[src/rtl/brc_pkg.sv]
package brc_pkg;
  typedef enum logic {ST_IDLE, ST_RUN} brc_state_e;
  localparam int SMP_BASE    = 3;
  localparam int SYNC_STAGES = 2;
endpackage

[src/rtl/brc_ack_sync.sv]
module brc_ack_sync #(
  parameter int STAGES = brc_pkg::SYNC_STAGES
) (
  input  logic clk_i,
  input  logic rst_ni,
  input  logic ack_raw_i,
  input  logic pol_i,
  output logic ack_o
);
  logic [STAGES-1:0] sync_q;

  generate
    for (genvar g = 0; g < STAGES; g++) begin : g_stage
      always_ff @(posedge clk_i or negedge rst_ni) begin
        if (!rst_ni) sync_q[g] <= 1'b0;
        else if (g == 0) sync_q[g] <= ack_raw_i;
        else sync_q[g] <= sync_q[(g == 0) ? 0 : g-1];
      end
    end
  endgenerate

  assign ack_o = sync_q[STAGES-1] ^ pol_i;
endmodule

[src/rtl/brc_timeout.sv]
module brc_timeout #(
  parameter int TO_LIMIT = 255,
  localparam int TO_W = $clog2(TO_LIMIT + 1)
) (
  input  logic clk_i,
  input  logic rst_ni,
  input  logic clr_i,
  input  logic run_i,
  output logic expire_o
);
  logic [TO_W-1:0] cnt_q;

  assign expire_o = run_i && (cnt_q == TO_W'(TO_LIMIT - 1));

  always_ff @(posedge clk_i or negedge rst_ni) begin
    if (!rst_ni) cnt_q <= '0;
    else if (clr_i) cnt_q <= '0;
    else if (run_i && !expire_o) cnt_q <= cnt_q + TO_W'(1);
  end

  AST_NO_WRAP: assert property (@(posedge clk_i) disable iff (!rst_ni)
    cnt_q <= TO_W'(TO_LIMIT - 1));
endmodule

[src/rtl/brc_seq.sv]
module brc_seq
  import brc_pkg::*;
#(
  parameter int CNT_W = 8
) (
  input  logic             clk_i,
  input  logic             rst_ni,
  input  logic             req_i,
  input  logic [CNT_W-1:0] wait_cnt_i,
  input  logic [CNT_W-1:0] cs_dly_i,
  input  logic [CNT_W-1:0] cs_lead_i,
  input  logic             ack_mode_i,
  input  logic             ack_pol_i,
  input  logic [1:0]       ack_smp_i,
  input  logic             ack_i,
  input  logic             expire_i,
  output logic             start_o,
  output logic             capture_o,
  output logic             finish_o,
  output logic             abort_o,
  output logic             to_run_o,
  output logic             pol_o,
  output logic             run_o,
  output logic             cs_o,
  output logic             ale_o
);
  brc_state_e       state_q;
  logic [CNT_W-1:0] t_q, w_q, dly_q, lead_q, smp_q;
  logic             mode_q, pol_q, seen_q;
  logic [CNT_W-1:0] last_t, tail_t, hold_t;
  logic             in_run, at_smp, ack_now, stall;

  assign in_run  = (state_q == ST_RUN);
  assign last_t  = w_q - CNT_W'(1);
  assign tail_t  = w_q - lead_q;
  assign hold_t  = tail_t - CNT_W'(1);
  assign at_smp  = (t_q >= smp_q);
  assign ack_now = in_run && mode_q && at_smp && !seen_q && ack_i;
  // freeze on the last nominal chip-select clock until acknowledged
  assign stall   = in_run && mode_q && (t_q == hold_t) && !seen_q && !ack_now;

  assign start_o   = (state_q == ST_IDLE) && req_i;
  assign to_run_o  = in_run && mode_q && at_smp && !seen_q;
  assign abort_o   = expire_i && !ack_now;
  assign capture_o = mode_q ? ack_now : (in_run && (t_q == last_t));
  assign finish_o  = in_run && (((t_q == last_t) && !stall) || abort_o);
  assign cs_o      = in_run && (t_q >= dly_q) && (t_q < tail_t);
  assign ale_o     = in_run && (t_q == '0);
  assign pol_o     = pol_q;
  assign run_o     = in_run;

  always_ff @(posedge clk_i or negedge rst_ni) begin
    if (!rst_ni) begin
      state_q <= ST_IDLE;
      t_q     <= '0;
      w_q     <= '0;
      dly_q   <= '0;
      lead_q  <= '0;
      smp_q   <= '0;
      mode_q  <= 1'b0;
      pol_q   <= 1'b0;
      seen_q  <= 1'b0;
    end else if (start_o) begin
      state_q <= ST_RUN;
      t_q     <= '0;
      w_q     <= wait_cnt_i;
      dly_q   <= cs_dly_i;
      lead_q  <= cs_lead_i;
      smp_q   <= {{(CNT_W-2){1'b0}}, ack_smp_i} + CNT_W'(SMP_BASE);
      mode_q  <= ack_mode_i;
      pol_q   <= ack_pol_i;
      seen_q  <= 1'b0;
    end else if (in_run) begin
      if (finish_o) state_q <= ST_IDLE;
      else if (!stall) t_q <= t_q + CNT_W'(1);
      if (ack_now) seen_q <= 1'b1;
    end
  end

  AST_STALL_HOLD: assert property (@(posedge clk_i) disable iff (!rst_ni)
    $past(stall) && in_run |-> t_q == $past(t_q));
  AST_TIMEOUT_MODE: assert property (@(posedge clk_i) disable iff (!rst_ni)
    abort_o |-> mode_q && !seen_q);
  AST_FIXED_NO_ACK: assert property (@(posedge clk_i) disable iff (!rst_ni)
    in_run && !mode_q |-> !seen_q);
endmodule

[src/rtl/bus_read_ctrl.sv]
module bus_read_ctrl #(
  parameter int ADDR_W   = 16,
  parameter int DATA_W   = 16,
  parameter int CNT_W    = 8,
  parameter int TO_LIMIT = 255
) (
  input  logic              clk_i,
  input  logic              rst_ni,
  input  logic              req_i,
  input  logic [ADDR_W-1:0] addr_i,
  input  logic [CNT_W-1:0]  wait_cnt_i,
  input  logic [CNT_W-1:0]  cs_dly_i,
  input  logic [CNT_W-1:0]  cs_lead_i,
  input  logic              ack_mode_i,
  input  logic              ack_pol_i,
  input  logic [1:0]        ack_smp_i,
  output logic              ready_o,
  output logic              err_o,
  output logic [DATA_W-1:0] rdata_o,
  output logic              bus_cs_n_o,
  output logic              bus_oe_n_o,
  output logic              bus_ale_o,
  output logic [ADDR_W-1:0] bus_addr_o,
  input  logic [DATA_W-1:0] bus_data_i,
  input  logic              bus_ack_i
);
  logic              ack_s, expire, start, capture, finish, abort, to_run, pol, run, cs, ale;
  logic [ADDR_W-1:0] addr_q;
  logic [DATA_W-1:0] rdata_q;
  logic              ready_q, err_q;

  brc_ack_sync u_sync (
    .clk_i, .rst_ni, .ack_raw_i(bus_ack_i), .pol_i(pol), .ack_o(ack_s)
  );

  brc_timeout #(.TO_LIMIT(TO_LIMIT)) u_to (
    .clk_i, .rst_ni, .clr_i(start), .run_i(to_run), .expire_o(expire)
  );

  brc_seq #(.CNT_W(CNT_W)) u_seq (
    .clk_i, .rst_ni, .req_i,
    .wait_cnt_i, .cs_dly_i, .cs_lead_i, .ack_mode_i, .ack_pol_i, .ack_smp_i,
    .ack_i(ack_s), .expire_i(expire),
    .start_o(start), .capture_o(capture), .finish_o(finish), .abort_o(abort),
    .to_run_o(to_run), .pol_o(pol), .run_o(run), .cs_o(cs), .ale_o(ale)
  );

  always_ff @(posedge clk_i or negedge rst_ni) begin
    if (!rst_ni) begin
      addr_q  <= '0;
      rdata_q <= '0;
      ready_q <= 1'b0;
      err_q   <= 1'b0;
    end else begin
      if (start)   addr_q  <= addr_i;
      if (capture) rdata_q <= bus_data_i;
      ready_q <= finish;
      err_q   <= abort;
    end
  end

  assign ready_o    = ready_q;
  assign err_o      = err_q;
  assign rdata_o    = rdata_q;
  assign bus_cs_n_o = ~cs;
  assign bus_oe_n_o = ~cs;
  assign bus_ale_o  = ale;
  assign bus_addr_o = addr_q;

  AST_ADDR_HOLD: assert property (@(posedge clk_i) disable iff (!rst_ni)
    run && $past(run) |-> $stable(addr_q));
  AST_READY_PULSE: assert property (@(posedge clk_i) disable iff (!rst_ni)
    ready_o |=> !ready_o);
  AST_ERR_WITH_READY: assert property (@(posedge clk_i) disable iff (!rst_ni)
    err_o |-> ready_o);
  AST_CS_OFF_AT_READY: assert property (@(posedge clk_i) disable iff (!rst_ni)
    ready_o |-> bus_cs_n_o);
endmodule

[config.mk]
export PLATFORM = sky130hd
export DESIGN_NAME = bus_read_ctrl
export DESIGN_NICKNAME = d
export VERILOG_FILES = /design/src/rtl/brc_pkg.sv /design/src/rtl/brc_ack_sync.sv /design/src/rtl/brc_timeout.sv /design/src/rtl/brc_seq.sv /design/src/rtl/bus_read_ctrl.sv
export SDC_FILE = /design/constraint.sdc
export NUM_CORES = 1
export LEC_CHECK = 0
export BUFFER_PORTS_ARGS = -buffer_cell sky130_fd_sc_hd__buf_4
export CORE_UTILIZATION = 45
export DETAILED_ROUTE_END_ITERATION = 16
export GPL_TIMING_DRIVEN = 0
export PLACE_DENSITY = 0.68
export SETUP_SLACK_MARGIN = 0.5
export SYNTH_ARGS = -nofsm -noshare
export SYNTH_HDL_FRONTEND = slang
export SYNTH_HIERARCHICAL = 1
export SYNTH_SLANG_ARGS = --single-unit
[constraint.sdc]
create_clock -name clk_i -period 6.8 [get_ports clk_i]
set_input_delay 1.36 -clock clk_i [delete_from_list [all_inputs] [get_ports clk_i]]
set_output_delay 1.36 -clock clk_i [all_outputs]
set_load 0.02 [all_outputs]
After elaboration in Yosys (flattened, before gate mapping)
Cells that the tools add are included.
{"block": "totals", "reg_bits": 88, "latch_bits": 0, "ram_bits": 0, "mem_bits_ro": 0, "out_inout_bits": 37, "elab_cells": 74, "memories": 0}
{"block": "op_classes", "n_addsub": 6, "mul": 0, "n_div": 0, "magnitude_cmp": 3, "n_eq_ne": 5, "shift": 0, "muxes": 13, "bitwise": 3, "reduce_logical": 28}
{"operator": "two-way mux 8 bit", "count": 6}
{"operator": "logical AND 1 bit", "count": 17}
{"operator": "adder 8 x 1 -> 8 bit, second input constant", "count": 2}
{"operator": "== test 8 bit", "count": 2}
{"operator": ">= comparator 8 bit", "count": 2}
{"operator": "subtractor 8 x 1 -> 8 bit, second input constant", "count": 2}
{"operator": "== test 8 bit, second input constant", "count": 1}
{"operator": "logical NOT 8 bit", "count": 1}
{"operator": "< comparator 8 bit", "count": 1}
{"operator": "subtractor 8 bit", "count": 1}
{"operator": "two-way mux 1 bit", "count": 7}
{"operator": "nonzero test 2 bit", "count": 3}
{"operator": "logical NOT 1 bit", "count": 4}
{"operator": "inequality test 2 bit, second input constant", "count": 2}
{"operator": "adder 2 x 2 -> 3 bit, second input constant", "count": 1}
{"operator": "AND reduction 3 bit", "count": 1}
{"operator": "inverter 1 bit", "count": 2}
{"operator": "AND reduction 2 bit", "count": 1}
{"operator": "logical OR 1 bit", "count": 1}
{"operator": "XOR 1 bit", "count": 1}

Depth between registers and ports, before layout
{"block": "logic_depth", "depth_word": 13, "ltp_mapped": 15, "mapped_depth_nobuf": 14}

Hierarchy
Netlist, hierarchy kept.
{"mod": "brc_seq", "n_inst": 1, "cells_each": 342, "area_per_inst_um2": 2951.6, "seq_area_each_um2": 975.9}
{"mod": "bus_read_ctrl", "n_inst": 1, "cells_each": 72, "area_per_inst_um2": 1360.1, "seq_area_each_um2": 850.8}
{"mod": "brc_timeout", "n_inst": 1, "cells_each": 48, "area_per_inst_um2": 506.7, "seq_area_each_um2": 200.2}
{"mod": "brc_ack_sync", "n_inst": 1, "cells_each": 3, "area_per_inst_um2": 58.8, "seq_area_each_um2": 50.0}

Worst setup path after synthesis
Ideal clock, no wire load.
{"block": "synth_path", "path_kind": "register to output", "start": "register u_seq.w_q[0]", "end": "output bus_oe_n_o", "arrival_time_ns": 3.344, "slack_ns": 2.096, "stages_incl_launch_ff": 16, "path_buffers": 1, "cell_sequence": "dfrtp_1 -> inv_1 -> ha_1 -> inv_1 -> fa_1 -> a211oi_1 -> nor2_1 -> xor2_1 -> inv_1 -> ha_1 -> o21ai_0 -> a21oi_1 -> a211o_1 -> a2111oi_0 -> inv_1 -> buf_4"}
{"block": "synth_via", "elab_chain_cells": 4}
{"item": "start: declaration", "line_no": "brc_seq.sv:28", "rtl": "logic [CNT_W-1:0] t_q, w_q, dly_q, lead_q, smp_q;"}
{"item": "start signal: assignment", "line_no": "brc_seq.sv:66", "rtl": "w_q <= wait_cnt_i;"}
{"item": "subtractor 8 bit", "line_no": "brc_seq.sv:35", "rtl": "assign tail_t = w_q - lead_q;"}
{"item": "< comparator 8 bit", "line_no": "brc_seq.sv:47", "rtl": "assign cs_o = in_run && (t_q >= dly_q) && (t_q < tail_t);"}
{"item": "logical AND 1 bit", "line_no": "brc_seq.sv:47"}
{"item": "net cs", "line_no": "bus_read_ctrl.sv:27", "rtl": "logic ack_s, expire, start, capture, finish, abort, to_run, pol, run, cs, ale;"}
{"item": "inverter 1 bit"}
{"item": "end: declaration", "line_no": "bus_read_ctrl.sv:21", "rtl": "output logic bus_oe_n_o,"}
The timed path passes the listed nets, and every way through them passes these cells.

Worst setup path in the final report
{"block": "layout_path", "start": "register u_seq.w_q[0]", "end": "output bus_oe_n_o"}
{"block": "layout_via", "elab_chain_cells": 4}
{"item": "subtractor 8 bit", "line_no": "brc_seq.sv:35"}
{"item": "< comparator 8 bit", "line_no": "brc_seq.sv:47"}
{"item": "logical AND 1 bit", "line_no": "brc_seq.sv:47"}
{"item": "net cs", "line_no": "bus_read_ctrl.sv:27"}
{"item": "inverter 1 bit", "line_no": "bus_read_ctrl.sv:66", "rtl": "assign bus_oe_n_o = ~cs;"}
The timed path passes the listed nets, and every way through them passes these cells.

==> metrics.md <==
| Metric | Value |
|---|---|
| Worst path slowest cell | dfrtp_1 |
| Worst Path Buf+Inv | 5 |
| Global route overflow | 0 |
| Worst Path Max Fanout | 5 |
| Most common cell after layout, fill and taps aside | buf_4 |
| Asr flop ratio synth | 1.000 |
| Largest net degree at the start of global routing | 84 |
| Synth Flop Type | dfrtp_1 |
| Commonest non-fill, non-tap cells in the layout | buf_4, dfrtp_1, nand2_1, inv_1, ha_1 |
| Final Cycle Share | 0.7996 |
| Multiplexer area fraction after synthesis | 0.1080 |
| Dpl hpwl | 8351 microns |
| Gate Count Post-Synth | 465 |
| Vias | 3729 |
| Netlist Area Pre-Place | 4877 sq um |
| DRC | 0 |
| # rows | 37 |
| Initial DRC Count | 145 |
| Fmax | 183.9 MHz |
| Area contributors post-synth | dfrtp_1, ha_1, mux2_4, nand2_1, mux2_2 |
| Final worst slack | 1363 ps |
| Pre-CTS WS | 1763 ps |
| Wire per inst | 15.65 microns |
| Skew final | 11.46 ps |
| Final non-filler cell total | 716 |
| Post-route design area | 5957 sq um |
| Post-synthesis sequential area ratio | 0.4259 |
| Worst min-delay path class | register to register |
| Status | finished, final reports clean |
| CTS Sinks | 83 |
| Ant diodes | 0 |
| Top cell type's share of synthesized area | 0.4259 |
| Leak | 0.003032 uW |
| Synth Area in Compound Gates | 0.1257 |
| Reg clk slew, reported paths | 80 ps |
| Setup violators final | 0 |
| Die extent in x | 106.1 microns |
| CTS Hold Buffers Added | 0 |
| CTS tree | done |
| # nets final | 673 |
| Post-cts sizing count | 0 |
| Initial Util | 0.4682 |
| Pwr dens | 140.5 nW/um^2 |
| Final Wtd Congestion | 0.8076 |
| Final min period | 5437 ps |
| Vert. Die Dim | 106.1 microns |
| CP delay by family, top | compound AO/OA/AOI/OAI gates |
| CTS root buf | clkbuf_8 |
| Syn Area/Cell | 10.49 sq um |
| Core area | 10420 sq um |
| Synth Area in XOR/XNOR | 0.05567 |
| Crit path kind | register to output port |
| Total power | 837.2 uW |
| Setup crit end kind | output port |
| Total Die Area | 11260 sq um |
| H-Tree Depth | 3 |
| Worst Tran Pin Value | 1051 ps |
| Largest area contributor in the netlist | dfrtp_1 |
| DRT Wirelength | 11200 microns |
| Simple-gate share of the synthesized area | 0.1390 |
| Post-CTS setup buffer count | 0 |
| DRT antenna net count | 0 |
| Worst path max stage delay | 440 ps |
| Synth Area in Adders | 0.08620 |
| Startpoint Class | register |
| CP required | 5440 ps |
| Initial antenna violation count | 0 |
| RSZ-0062 raised after global routing | no |
| Post-synth EDFFs | 0 |
| IO Port Bufs | 100 |
| First-pass GRT wire length | 18350 microns |
| Worst slew margin | 0.2990 |
| Tot GR Track Use | 0.2111 |
| Worst IR drop on VDD | 0.09778 mV |
| CP most frequent cell | inv_1 |
| Synthesized net count | 562 |
| Inserted Clock Buffers | 9 |
| Ratio of cells with drive above 1 in the final layout | 0.2914 |
| MaxCap Viol Count | 0 |
| Placed Instances | 701 |
| Netlist cell types | 69 |
| Synthesis warning total | 6 |
| CTS max path bufs | 2 |
| FF+latch count, synth | 83 |
| Layout area overhead | 22.14% |
| Largest family of logic cells by synthesized area | simple AND/OR/NAND/NOR gates |
| Critical-path cell list | inv_1, ha_1, inv_1, fa_1, a211oi_1, o21bai_1, a21oi_1, xor2_1, ha_1, nand2_1, a31oi_1, a211o_1, a2111oi_0, inv_1, buf_4, buf_4 |
| Clock latency on the worst-skew pair | 360 ps |
| Vias in the first global route | 3745 |
| Critical path arrival | 4080 ps |
| Placement Cell Area | 5798 sq um |
| Io pins | 101 |
| Pins over their slew limit | 0 |
| Final hold vios | 0 |
| First drt pass iteration count | 4 |
| Fin Setup TNS | 0 ps |
| Vias per Instance | 5.208 |
==> cells by family after synthesis <==
group                    after synthesis
XOR/XNOR                              26
adder cells (fa/ha/maj)               33
AND/OR/NAND/NOR                      138
multiplexers                          40
flip-flops                            83
AO/OA/AOI/OAI                         87
buffers and inverters                 58
==> synth_stat cells (all sizes together) (2+ instances only) <==
cell / n
a311oi: 2
xnor2: 13
dfrtp: 83
nand3: 8
nor3b: 2
nand4: 3
or3: 2
a2111oi: 2
a21o: 7
and3: 6
o31ai: 4
and2: 4
clkbuf: 13
a21boi: 4
nor4: 4
ha: 32
or2: 2
xor3: 2
o21a: 5
nor3: 10
a21oi: 17
mux2: 35
o21ai: 23
buf: 8
and4: 5
xor2: 10
o311a: 2
nand2b: 4
a211oi: 8
nor2: 17
mux2i: 5
nand2: 65
inv: 36
==> per-stage QoR <==
stage | utilization | hold slack, ps
global placement | 0.5566 | 333.0
floorplan | - | 331.2
finish | 0.5719 | 353.1
detailed placement | 0.5566 | 337.0
CTS | 0.5719 | 356.3
global route | 0.5719 | 387.0
==> power by group <==
group	leakage [uW]	total (uW)	internal, uW	switching (uW)
Combinational	0.00195	38.2	23.3	14.9
Clock	0.0000819	305	129	176
Sequential	0.00100	494	494	0.171
Total	0.00303	837	646	191
==> worst register-to-register path, delay by kind of cell (launching register included) <==
| kind | cells | cell delay [ps] |
|---|---|---|
| buffers and inverters | 2 | 180 |
| and+or+nand+nor | 1 | 530 |
| AOI/OAI and AO/OA | 5 | 1050 |
| xor gates and xnor gates | 2 | 770 |
| DFF | 1 | 440 |
| adders and majority gates | 2 | 590 |
==> final timing paths <==
path	startpoint	end	slack, ps	cells after the start
setup reg to reg	u_seq/w_q[0]	u_seq/t_q[7]	3150	12
max in group asynchronous	rst_ni	u_seq/lead_q[2]	4940	1
setup / recovery	u_seq/w_q[0]	bus_oe_n_o	1360	16
hold / removal	u_sync/sync_q[0]	u_sync/sync_q[1]	350	0
hold reg to reg	u_sync/sync_q[0]	u_sync/sync_q[1]	350	0
min in group asynchronous	rst_ni	u_sync/sync_q[0]	1190	1
==> area by class of cell <==
cell class / instances / area [sq um]
Fill cell: 926 / 4459
Multi-Input combinational cell: 324 / 2510
Sequential cell: 83 / 2077
Timing Repair Buffer: 100 / 750.7
Tap cell: 136 / 170.2
Buffer: 22 / 155.1
Inverter: 36 / 135.1
Clock buffer: 10 / 127.6
Clock inverter: 5 / 31.28
==> sequential cells by signal, indices dropped and copies added, names as in the netlist <==
| register | count |
|---|---|
| u_seq/smp_q | 3 |
| u_seq/dly_q | 8 |
| u_seq/mode_q | 1 |
| u_seq/lead_q | 8 |
| u_seq/seen_q | 1 |
| err_o | 1 |
| u_seq/t_q | 8 |
| u_seq/w_q | 8 |
| bus_addr_o | 16 |
| u_to/cnt_q | 8 |
| u_sync/sync_q | 2 |
| rdata_o | 16 |
| u_seq/pol_o | 1 |
| u_seq/run_o | 1 |
| ready_o | 1 |
==> layer usage <==
metal  GRT usage  wire [microns]
met1      0.2715            4934
met2      0.3497            5618
met3     0.04414             469
met4     0.07837             181
met5           0               0
Note: power is estimated with default switching activity, not from simulation.
